`src/rtl/cmdchain_pkg.sv`:
```
package cmdchain_pkg;

    typedef enum logic [1:0] {
        OP_TX_EN  = 2'd0,
        OP_RX_EN  = 2'd1,
        OP_CLR_TX = 2'd2,
        OP_CLR_RX = 2'd3
    } cc_op_e;

    typedef enum logic [1:0] {
        ENG_IDLE   = 2'd0,
        ENG_LAUNCH = 2'd1,
        ENG_RUN    = 2'd2
    } eng_state_e;

    typedef enum logic [1:0] {
        FLG_CLEAR = 2'd0,
        FLG_SHOW  = 2'd1,
        FLG_GAP   = 2'd2
    } flg_state_e;

    localparam int CHAIN_CFG_BIT = 6;
    localparam int SB_TX_IDLE    = 0;
    localparam int SB_RX_IDLE    = 1;
    localparam int SB_TX_FLAG    = 2;
    localparam int SB_TX_ACK     = 3;
    localparam int SB_RX_FLAG    = 4;
    localparam int SB_TX_OVF     = 5;
    localparam int SB_RX_OVF     = 6;
    localparam int SB_CHAIN      = 7;
    localparam int N_DIR         = 2;

endpackage

```
`src/rtl/cc_fifo.sv`:
```
module cc_fifo #(
    parameter int W     = 4,
    parameter int DEPTH = 2
) (
    input  logic                           clk,
    input  logic                           rst_n,
    input  logic                           push,
    input  logic [W-1:0]                   din,
    input  logic                           pop,
    output logic [W-1:0]                   dout,
    output logic [$clog2(DEPTH+1)-1:0]     count
);
    localparam int CNT_W = $clog2(DEPTH + 1);
    localparam int PTR_W = (DEPTH > 1) ? $clog2(DEPTH) : 1;

    logic [W-1:0]     mem [DEPTH];
    logic [PTR_W-1:0] wr_ptr;
    logic [PTR_W-1:0] rd_ptr;

    function automatic logic [PTR_W-1:0] ptr_next(input logic [PTR_W-1:0] p);
        return (p == PTR_W'(DEPTH - 1)) ? '0 : p + 1'b1;
    endfunction

    always_ff @(posedge clk) begin
        if (push) begin
            mem[wr_ptr] <= din;
        end
    end

    always_ff @(posedge clk) begin
        if (!rst_n) begin
            wr_ptr <= '0;
            rd_ptr <= '0;
            count  <= '0;
        end else begin
            if (push) begin
                wr_ptr <= ptr_next(wr_ptr);
            end
            if (pop) begin
                rd_ptr <= ptr_next(rd_ptr);
            end
            count <= count + CNT_W'(push) - CNT_W'(pop);
        end
    end

    assign dout = mem[rd_ptr];

endmodule

```
`src/rtl/cc_dir_ctrl.sv`:
```
module cc_dir_ctrl
    import cmdchain_pkg::*;
#(
    parameter int PAGE_W = 4,
    parameter int DEPTH  = 2
) (
    input  logic              clk,
    input  logic              rst_n,
    input  logic              chain_en,
    input  logic              enq,
    input  logic [PAGE_W-1:0] enq_page,
    input  logic              clr,
    input  logic              eng_done,
    input  logic              eng_ack,
    output logic              eng_start,
    output logic [PAGE_W-1:0] eng_page,
    output logic              idle_live,
    output logic              flag,
    output logic              head_ack,
    output logic              ovf
);
    localparam int CNT_W = $clog2(DEPTH + 1);
    localparam int OCC_W = $clog2(2 * DEPTH + 1);

    eng_state_e eng_q, eng_d;
    flg_state_e flg_q, flg_d;

    logic [CNT_W-1:0] cmd_cnt;
    logic [CNT_W-1:0] cpl_cnt;
    logic [OCC_W-1:0] occupancy;
    logic [OCC_W-1:0] limit;
    logic             accept;
    logic             done_evt;
    logic             cpl_pop;
    logic             cpl_dout;
    logic [CNT_W:0]   cpl_left;

    // Admission: commands waiting plus completions not yet cleared.
    assign occupancy = OCC_W'(cmd_cnt) + OCC_W'(cpl_cnt);
    assign limit     = chain_en ? OCC_W'(DEPTH) : OCC_W'(1);
    assign accept    = enq && (occupancy < limit);
    assign done_evt  = (eng_q == ENG_RUN) && eng_done;
    assign cpl_pop   = clr && (flg_q == FLG_SHOW);
    assign cpl_left  = (CNT_W + 1)'(cpl_cnt) + (CNT_W + 1)'(done_evt) - (CNT_W + 1)'(cpl_pop);

    cc_fifo #(.W(PAGE_W), .DEPTH(DEPTH)) u_cmd_q (
        .clk   (clk),
        .rst_n (rst_n),
        .push  (accept),
        .din   (enq_page),
        .pop   (done_evt),
        .dout  (eng_page),
        .count (cmd_cnt)
    );

    cc_fifo #(.W(1), .DEPTH(DEPTH)) u_cpl_q (
        .clk   (clk),
        .rst_n (rst_n),
        .push  (done_evt),
        .din   (eng_ack),
        .pop   (cpl_pop),
        .dout  (cpl_dout),
        .count (cpl_cnt)
    );

    // Engine FSM: state register
    always_ff @(posedge clk) begin
        if (!rst_n) begin
            eng_q <= ENG_IDLE;
        end else begin
            eng_q <= eng_d;
        end
    end

    // Engine FSM: next state
    always_comb begin
        eng_d = eng_q;
        unique case (eng_q)
            ENG_IDLE:   if (cmd_cnt != '0) eng_d = ENG_LAUNCH;
            ENG_LAUNCH: eng_d = ENG_RUN;
            ENG_RUN:    if (eng_done) eng_d = ENG_IDLE;
            default:    eng_d = ENG_IDLE;
        endcase
    end

    // Flag FSM: state register
    always_ff @(posedge clk) begin
        if (!rst_n) begin
            flg_q <= FLG_CLEAR;
        end else begin
            flg_q <= flg_d;
        end
    end

    // Flag FSM: next state
    always_comb begin
        flg_d = flg_q;
        unique case (flg_q)
            FLG_CLEAR: if (done_evt) flg_d = FLG_SHOW;
            FLG_SHOW: begin
                if (cpl_pop) begin
                    flg_d = (cpl_left != '0) ? FLG_GAP : FLG_CLEAR;
                end
            end
            FLG_GAP:   flg_d = FLG_SHOW;
            default:   flg_d = FLG_CLEAR;
        endcase
    end

    // Sticky overflow, removed by this direction's clear
    always_ff @(posedge clk) begin
        if (!rst_n) begin
            ovf <= 1'b0;
        end else if (enq && !accept) begin
            ovf <= 1'b1;
        end else if (clr) begin
            ovf <= 1'b0;
        end
    end

    // Outputs
    always_comb begin
        eng_start = (eng_q == ENG_LAUNCH);
        idle_live = (eng_q == ENG_IDLE) && (cmd_cnt == '0);
        flag      = (flg_q == FLG_SHOW);
        head_ack  = flag && cpl_dout;
    end

endmodule

```
`src/rtl/cmdchain_queue.sv`:
```
module cmdchain_queue
    import cmdchain_pkg::*;
#(
    parameter int PAGE_W = 4,
    parameter int DEPTH  = 2
) (
    input  logic              clk,
    input  logic              rst_n,
    input  logic [7:0]        cfg_reg,
    input  logic              cmd_valid,
    input  logic [1:0]        cmd_op,
    input  logic [PAGE_W-1:0] cmd_page,
    input  logic [1:0]        int_mask,
    output logic              tx_start,
    output logic [PAGE_W-1:0] tx_page,
    input  logic              tx_done,
    input  logic              tx_acked,
    output logic              rx_start,
    output logic [PAGE_W-1:0] rx_page,
    input  logic              rx_done,
    output logic [7:0]        status,
    output logic              irq
);
    logic              chain_en;
    cc_op_e            op;
    logic [N_DIR-1:0]  d_enq;
    logic [N_DIR-1:0]  d_clr;
    logic [N_DIR-1:0]  d_done;
    logic [N_DIR-1:0]  d_ack;
    logic [N_DIR-1:0]  d_start;
    logic [N_DIR-1:0]  d_idle;
    logic [N_DIR-1:0]  d_flag;
    logic [N_DIR-1:0]  d_hack;
    logic [N_DIR-1:0]  d_ovf;
    logic [PAGE_W-1:0] d_page [N_DIR];
    logic [6:0]        unused_cfg;
    logic              unused_rx_hack;

    assign chain_en       = cfg_reg[CHAIN_CFG_BIT];
    assign unused_cfg     = {cfg_reg[7], cfg_reg[5:0]};
    assign unused_rx_hack = d_hack[1];
    assign op             = cc_op_e'(cmd_op);

    // Command decode: index 0 is transmit, index 1 is receive
    always_comb begin
        d_enq[0] = cmd_valid && (op == OP_TX_EN);
        d_enq[1] = cmd_valid && (op == OP_RX_EN);
        d_clr[0] = cmd_valid && (op == OP_CLR_TX);
        d_clr[1] = cmd_valid && (op == OP_CLR_RX);
    end

    assign d_done = {rx_done, tx_done};
    assign d_ack  = {1'b0, tx_acked};

    for (genvar g = 0; g < N_DIR; g++) begin : g_dir
        cc_dir_ctrl #(.PAGE_W(PAGE_W), .DEPTH(DEPTH)) u_dir (
            .clk       (clk),
            .rst_n     (rst_n),
            .chain_en  (chain_en),
            .enq       (d_enq[g]),
            .enq_page  (cmd_page),
            .clr       (d_clr[g]),
            .eng_done  (d_done[g]),
            .eng_ack   (d_ack[g]),
            .eng_start (d_start[g]),
            .eng_page  (d_page[g]),
            .idle_live (d_idle[g]),
            .flag      (d_flag[g]),
            .head_ack  (d_hack[g]),
            .ovf       (d_ovf[g])
        );
    end

    always_comb begin
        tx_start = d_start[0];
        tx_page  = d_page[0];
        rx_start = d_start[1];
        rx_page  = d_page[1];

        status             = '0;
        status[SB_TX_IDLE] = d_idle[0];
        status[SB_RX_IDLE] = d_idle[1];
        status[SB_TX_FLAG] = d_flag[0];
        status[SB_TX_ACK]  = d_hack[0];
        status[SB_RX_FLAG] = d_flag[1];
        status[SB_TX_OVF]  = d_ovf[0];
        status[SB_RX_OVF]  = d_ovf[1];
        status[SB_CHAIN]   = chain_en;

        irq = (d_flag[0] && int_mask[0]) || (d_flag[1] && int_mask[1]);
    end

endmodule

```
`config.mk`:
```
export PLATFORM = sky130hd
export DESIGN_NAME = cmdchain_queue
export DESIGN_NICKNAME = d
export VERILOG_FILES = /design/src/rtl/cmdchain_pkg.sv /design/src/rtl/cc_fifo.sv /design/src/rtl/cc_dir_ctrl.sv /design/src/rtl/cmdchain_queue.sv
export SDC_FILE = /design/constraint.sdc
export NUM_CORES = 1
export LEC_CHECK = 0
export BUFFER_PORTS_ARGS = -buffer_cell sky130_fd_sc_hd__buf_2
export CORE_MARGIN = 1.5
export CORE_UTILIZATION = 54
export CTS_CLUSTER_SIZE = 24
export DETAILED_ROUTE_END_ITERATION = 10
export GPL_ROUTABILITY_DRIVEN = 0
export PLACE_DENSITY_LB_ADDON = 0.12
export SYNTH_ARGS = -nofsm -noshare
export SYNTH_HDL_FRONTEND = slang
export SYNTH_SLANG_ARGS = --single-unit
```
`constraint.sdc`:
```
create_clock -name clk -period 2.94 [get_ports clk]
set_clock_uncertainty 0.1 [all_clocks]
set_input_delay 0.147 -clock clk [delete_from_list [all_inputs] [get_ports clk]]
set_output_delay 0.147 -clock clk [all_outputs]
set_load 0.02 [all_outputs]
```
==> results of run 1 <==
[critical path, stage by stage (launching register included)]
cell and delay [ns]:
dfxtp_2 0.34, ha_1 0.18, fa_1 0.45, ha_1 0.27, o21ai_0 0.10, nand4_1 0.19, ha_1 0.33, inv_1 0.06
ha_1 0.18, xor2_2 0.18, xnor2_1 0.13, nor2_1 0.05
[registers in the layout, summed over array words and instances, names as in the netlist, named ones only]
name                        count
g_dir.u_dir.eng_q               4
g_dir.u_dir.u_cpl_q.rd_ptr      1
g_dir.u_dir.ovf                 2
g_dir.u_dir.u_cpl_q.wr_ptr      1
g_dir.u_dir.u_cpl_q.mem         2
g_dir.u_dir.u_cmd_q.wr_ptr      2
g_dir.u_dir.u_cmd_q.rd_ptr      2
g_dir.u_dir.flg_q               4
g_dir.u_dir.u_cmd_q.mem        16
g_dir.u_dir.u_cmd_q.count       4
g_dir.u_dir.u_cpl_q.count       4
[through the flow]
| step | util, % | total power [W] | worst slack, ns | cells |
|---|---|---|---|---|
| floorplan | - | 0.000778 | 0.384 | 179 |
| global placement | 60.6 | 0.000805 | 0.268 | 250 |
| detailed placement | 60.6 | 0.000810 | 0.137 | 250 |
| CTS | 64.9 | 0.00125 | 0.138 | 263 |
| global route | 65.3 | 0.00130 | 0.0230 | 264 |
| finish | 65.3 | 0.00124 | 0.246 | 264 |
[final timing paths]
path                                              startpoint                                         end  slack [ns]  depth (start not counted)
setup / recovery  g_dir[1].u_dir.u_cmd_q.count[0]$_SDFF_PN0_  g_dir[1].u_dir.u_cmd_q.count[1]$_SDFF_PN0_        0.25                         11
hold / removal                                       rx_done        g_dir[1].u_dir.eng_q[1]$_SDFFE_PN0P_        0.05                          4
setup reg to reg  g_dir[1].u_dir.u_cmd_q.count[0]$_SDFF_PN0_  g_dir[1].u_dir.u_cmd_q.count[1]$_SDFF_PN0_        0.25                         11
hold reg to reg   g_dir[0].u_dir.u_cmd_q.wr_ptr$_SDFFE_PN0P_  g_dir[0].u_dir.u_cmd_q.wr_ptr$_SDFFE_PN0P_        0.38                          2
[cell type report]
type	instances	area, um2
Fill cell	306	1270
Sequential cell	45	1080
Multi-Input combinational cell	108	855
Timing Repair Buffer	40	230
Clock buffer	6	72.6
Tap cell	48	60.1
Inverter	15	56.3
Clock inverter	2	35.0
[per-layer routing]
metal / share of wire (%) / wire length (um) / up-vias / track usage, %
met3: 4.4 / 144 / 5 / 5.56
met5: 0 / 0 / - / 0
met4: 1.4 / 46 / 0 / 7.45
met2: 49 / 1610 / 35 / 32.0
li1: - / - / 673 / -
met1: 45 / 1500 / 601 / 21.3
[layout by cell type (no fill, tap or decap), types with 2 or more instances in the layout]
cell type / count
fa_1: 4
dfxtp_1: 26
ha_1: 12
nor4_1: 4
nand2_1: 7
xnor2_1: 7
nor2_1: 22
o211a_1: 2
mux2i_1: 3
o21ai_0: 3
inv_1: 15
edfxtp_1: 18
a21oi_1: 6
dlygate4sd3_1: 5
buf_2: 33
clkbuf_8: 5
and2_1: 7
o311a_1: 2
nor2b_1: 3
buf_4: 2
mux2_2: 8
nor3b_1: 2
o21bai_1: 2
[power breakdown]
part           total, W  internal (W)  leakage [nW]  switching, W
Clock          0.000442      0.000252        0.0552      0.000190
Combinational  0.000121     0.0000526         0.672     0.0000687
Sequential     0.000679      0.000666         0.382     0.0000132
[cell usage after synthesis]
cell      count  area (um2)
nand3_1       1        5.00
nor2b_1       3        18.8
nor3b_2       1        12.5
nand4b_1      1        8.76
nand3b_4      1        20.0
o21ai_0       3        15.0
nor3b_1       2        15.0
a21oi_1       6        30.0
nand2b_1      1        6.26
xnor2_1       7        61.3
and2b_2       1        8.76
and2_1        7        43.8
mux2i_1       3        30.0
a22o_1        1        8.76
and3b_1       1        8.76
buf_2         1        5.00
dfxtp_1      27         541
o211a_1       2        20.0
ha_1         12         150
nor2_1       22        82.6
fa_1          4        80.1
or2b_1        1        7.51
inv_1        15        56.3
clkbuf_1      2        7.51
nand4_1       1        6.26
or3_1         1        6.26
buf_4         8        60.1
o21bai_1      2        15.0
nand2_1       7        26.3
o311a_1       2        20.0
nor4_1        4        25.0
mux2_2        8        90.1
edfxtp_1     18         541
xor2_1        2        17.5
nand3b_1      1        7.51
[cell families (layout without fill, tap and decap cells)]
logic type      after synthesis  after routing  share of synthesized area (%)
buf+inv                      26             63                           6.27
simple gates                 56             56                           15.0
xor+xnor                      9              9                           3.83
fa+ha+maj                    16             16                           11.2
compound gates               16             16                           5.29
flops                        45             45                           52.6
mux                          11             11                           5.84
[what timing repair did]
item,in CTS,in global routing
setup endpoints to repair,0,1
hold endpoints to repair,18,0
hold buffers,5,0
setup buffers,0,1
resized for setup,0,2
==> impl_metrics.py, run 1 <==
metrics = {
    "timing": {
        "maxSlewViolCount": 0,
        "period_share_pct": 91.6,
        "rsz0062_at_grt": "no",
        "worstMarginPinSlew_ns": 0.506,
        "whs_ns": 0.0484,
        "setup_viol": 0,
        "setup_tns_ns": 0,
        "final-hold-violation-count": 0,
        "maxSlewHeadroom_pct": 66.2,
        "max_freq_mhz": 371,
        "post-route-min-period_ns": 2.69,
    },
    "run_status": {
        "status": "finished clean",
    },
    "placement": {
        "post-dp-hpwl_mm": 2.54,
        "place_area_mm2": 0.00222,
        "port-buffer-count": 33,
    },
    "routing": {
        "wl_per_cell_um": 12.5,
        "firstDrtPassIters": 4,
        "vias_per_cell": 4.98,
        "drc_errors": 0,
        "postRouteAntennaNets": 0,
        "wirelength_mm": 3.31,
        "dr.first_iter.drc_count": 28,
        "vias": 1314,
    },
    "clocking": {
        "htreeDepth": 2,
        "clkSlewWorstSetupHoldPaths_ns": 0.08,
        "cts_buffers": 5,
        "root_buffer": "clkbuf_8",
        "clock-sinks": 45,
        "worstSkewPairLatency_ns": 0.29,
        "cts_max_path_buffers": 2,
        "cts_tree": "done",
    },
    "layout": {
        "final_area_mm2": 0.00239,
        "area_delta_synth_final_pct": 16.2,
        "nets": 253,
        "antennaDiodeCount": 0,
        "drive_gt1_share_pct": 25.5,
    },
    "logic_synthesis": {
        "ys_seq_elements": 45,
        "yosys_warnings": 0,
        "syn_nets": 217,
        "syn_area_per_cell_um2": 11.5,
        "yosysUniqueCellTypes": 35,
        "synthCells": 179,
        "synth_area_mm2": 0.00206,
        "ys_seq_area_share_pct": 52.6,
    },
    "floorplanning": {
        "dieArea_mm2": 0.00419,
        "rows": 22,
        "io_pins": 41,
        "initial_core_util_pct": 56.2,
        "die_height_um": 64.7,
        "core-area_mm2": 0.00366,
        "die_w_um": 64.7,
    },
    "worst_setup_path": {
        "crit_arrival_ns": 2.76,
        "endpoint_kind": "flip-flop",
        "critPathLaunchType": "flip-flop",
        "path_max_fanout": 4,
        "path_class": "reg -> reg",
        "required_ns": 3.00,
    },
    "run": {
        "max-cap-violations": 0,
    },
    "grt": {
        "antenna_found_initial": 0,
        "grt_max_degree": 16,
        "grtUsageTotal_pct": 18.5,
        "overflow": 0,
        "grt_pass1_vias": 1394,
        "grt_pass1_wl_mm": 5.90,
    },
    "pwr": {
        "powerDensity_mw_per_mm2": 520,
        "leakage_nw": 1.11,
        "peakVddDrop_mv": 0.329,
    },
    "worst_hold_path": {
        "worstHoldPathType": "in -> reg",
    },
}
No activity file was read; power rests on OpenSTA's default activity.
==> run 2: changes to the inputs <==
--- a/config.mk
+++ b/config.mk
@@ -11,6 +11,7 @@
 export CTS_CLUSTER_SIZE = 24
 export DETAILED_ROUTE_END_ITERATION = 10
 export GPL_ROUTABILITY_DRIVEN = 0
+export GPL_TIMING_DRIVEN = 0
 export PLACE_DENSITY_LB_ADDON = 0.12
 export SYNTH_ARGS = -nofsm -noshare
 export SYNTH_HDL_FRONTEND = slang
==> impl_metrics.py, run 2 (same netlist as run 1, synthesis figures left out) <==
metrics = {
    "layout": {
        "nets": 263,
        "area_delta_synth_final_pct": 19.6,
        "antennaDiodeCount": 0,
        "layout_common_cells": "buf_2, dfxtp_1, nor2_1",
        "multiInputGateArea_um2": 847,
        "seqCellArea_mm2": 0.00108,
        "largest_reg_flops": 16,
        "regMostFlops": "g_dir.u_dir.u_cmd_q.mem",
        "final_common_cell": "buf_2",
        "drive_gt1_share_pct": 27.4,
        "fin_util_pct": 67.2,
        "fill_cells": 291,
    },
    "clocking": {
        "cts_buffers": 5,
        "htreeDepth": 2,
        "clkSlewWorstSetupHoldPaths_ns": 0.08,
        "worstSkewPairLatency_ns": 0.29,
        "root_buffer": "clkbuf_8",
        "cts_tree": "done",
        "clock-sinks": 45,
        "cts_max_path_buffers": 2,
    },
    "worst_setup_path": {
        "required_ns": 3.00,
        "rrSetupSlack_ns": 0.18,
        "crit_buf_inv": 1,
        "endpoint_kind": "flip-flop",
        "path_class": "reg -> reg",
        "path_max_fanout": 4,
        "path_cells": "ha_1 > fa_1 > ha_1 > o21ai_0 > nand4b_1 > ha_1 > inv_1 > ha_1 > xor2_1 > xnor2_1 > nor2_1",
        "crit_arrival_ns": 2.83,
        "critPathLaunchType": "flip-flop",
        "worst-r2r-cell-count": 11,
        "crit_top_cell": "ha_1",
        "crit_family": "adder cells",
        "cp.depth": 11,
        "critPathSlowestCell": "fa_1",
        "slowest_delay_ns": 0.42,
    },
    "timing": {
        "setup_tns_ns": 0,
        "rsz0062_at_grt": "no",
        "setup_viol": 0,
        "whs_ns": 0.0509,
        "worstMarginPinSlew_ns": 0.469,
        "final-hold-violation-count": 0,
        "max_freq_mhz": 362,
        "maxSlewHeadroom_pct": 68.7,
        "period_share_pct": 94.0,
        "maxSlewViolCount": 0,
        "post-route-min-period_ns": 2.76,
        "fin_ws_ns": 0.177,
    },
    "grt": {
        "grtUsageTotal_pct": 18.3,
        "grt_max_degree": 15,
        "grt_pass1_wl_mm": 5.80,
        "overflow": 0,
        "grt_pass1_vias": 1349,
        "antenna_found_initial": 0,
    },
    "routing": {
        "wirelength_mm": 3.42,
        "postRouteAntennaNets": 0,
        "drc_errors": 0,
        "vias_per_cell": 4.97,
        "vias": 1361,
        "firstDrtPassIters": 2,
        "dr.first_iter.drc_count": 47,
        "wl_per_cell_um": 12.5,
    },
    "floorplanning": {
        "core-area_mm2": 0.00366,
        "die_height_um": 64.7,
        "die_w_um": 64.7,
        "dieArea_mm2": 0.00419,
        "io_pins": 41,
        "initial_core_util_pct": 56.2,
        "rows": 22,
    },
    "run_status": {
        "status": "finished clean",
    },
    "pwr": {
        "powerDensity_mw_per_mm2": 522,
        "peakVddDrop_mv": 0.273,
        "leakage_nw": 1.16,
    },
    "run": {
        "max-cap-violations": 0,
    },
    "placement": {
        "dp_slack_ns": 0.150,
        "post-dp-hpwl_mm": 2.65,
        "port-buffer-count": 33,
    },
    "worst_hold_path": {
        "worstHoldPathType": "in -> reg",
        "holdPathStages": 4,
    },
}
==> run 2: cell types whose count changed in the layout (fill, tap and decap cells not counted), sizes merged <==
| cell | before | now |
|---|---|---|
| clkinvlp | 0 | 1 |
| clkinv | 1 | 0 |
| buf | 35 | 43 |
| clkbuf | 6 | 8 |
==> run 2: cell type report <==
| cell class | count | area share [%] |
|---|---|---|
| Sequential cell | 45 | 43.9 |
| Clock buffer | 6 | 3.36 |
| Tap cell | 48 | 2.44 |
| Timing Repair Buffer | 39 | 9.05 |
| Buffer | 11 | 2.95 |
| Inverter | 15 | 2.29 |
| Clock inverter | 2 | 1.53 |
| Multi-Input combinational cell | 108 | 34.4 |
==> run 2: worst paths after layout <==
check,end,start
hold / removal,g_dir[0].u_dir.eng_q[1]$_SDFFE_PN0P_,tx_done
setup / recovery,g_dir[0].u_dir.u_cmd_q.count[1]$_SDFF_PN0_,g_dir[0].u_dir.u_cmd_q.count[0]$_SDFF_PN0_
hold reg to reg,g_dir[1].u_dir.u_cmd_q.wr_ptr$_SDFFE_PN0N_,g_dir[1].u_dir.u_cmd_q.wr_ptr$_SDFFE_PN0N_
setup reg to reg,g_dir[0].u_dir.u_cmd_q.count[1]$_SDFF_PN0_,g_dir[0].u_dir.u_cmd_q.count[0]$_SDFF_PN0_
==> run 2: timing repair <==
item                       CTS  global route
resized for setup            0             0
setup endpoints to repair    0             1
setup buffers                0             1
hold buffers                 5             0
hold endpoints to repair    18             0
==> run 2: report_power, final <==
group / leakage, nW / internal (W) / switching [W]
Clock: 0.0574 / 0.000276 / 0.000196
Combinational: 0.717 / 0.0000621 / 0.0000708
Sequential: 0.381 / 0.000666 / 0.0000138
Total: 1.16 / 0.00100 / 0.000281
==> run 2: per-stage QoR <==
| step | total power (W) | cells | area (um2) |
|---|---|---|---|
| finish | 0.00129 | 274 | 2460 |
| floorplan | 0.000778 | 179 | 2060 |
| detailed placement | 0.000822 | 260 | 2280 |
| global placement | 0.000816 | 260 | 2280 |
| global route | 0.00134 | 274 | 2460 |
| CTS | 0.00130 | 273 | 2450 |
==> run 2: metal layers <==
layer	global-route usage, %	share of wire, %	wire length (um)
met3	3.13	3.3	114
met4	7.98	1.6	53
met1	21.4	44	1520
met2	32.9	51	1730
met5	0	0	0
==> run 2: worst reg2reg max path: cells and delay by family (launching register included) <==
kind / cells / cell delay, ns
AOI/OAI and AO/OA: 1 / 0.10
and+or+nand+nor: 2 / 0.30
DFF: 1 / 0.40
xor gates and xnor gates: 2 / 0.30
buffers and inverters: 1 / 0.04
adders and majority gates: 5 / 1.41
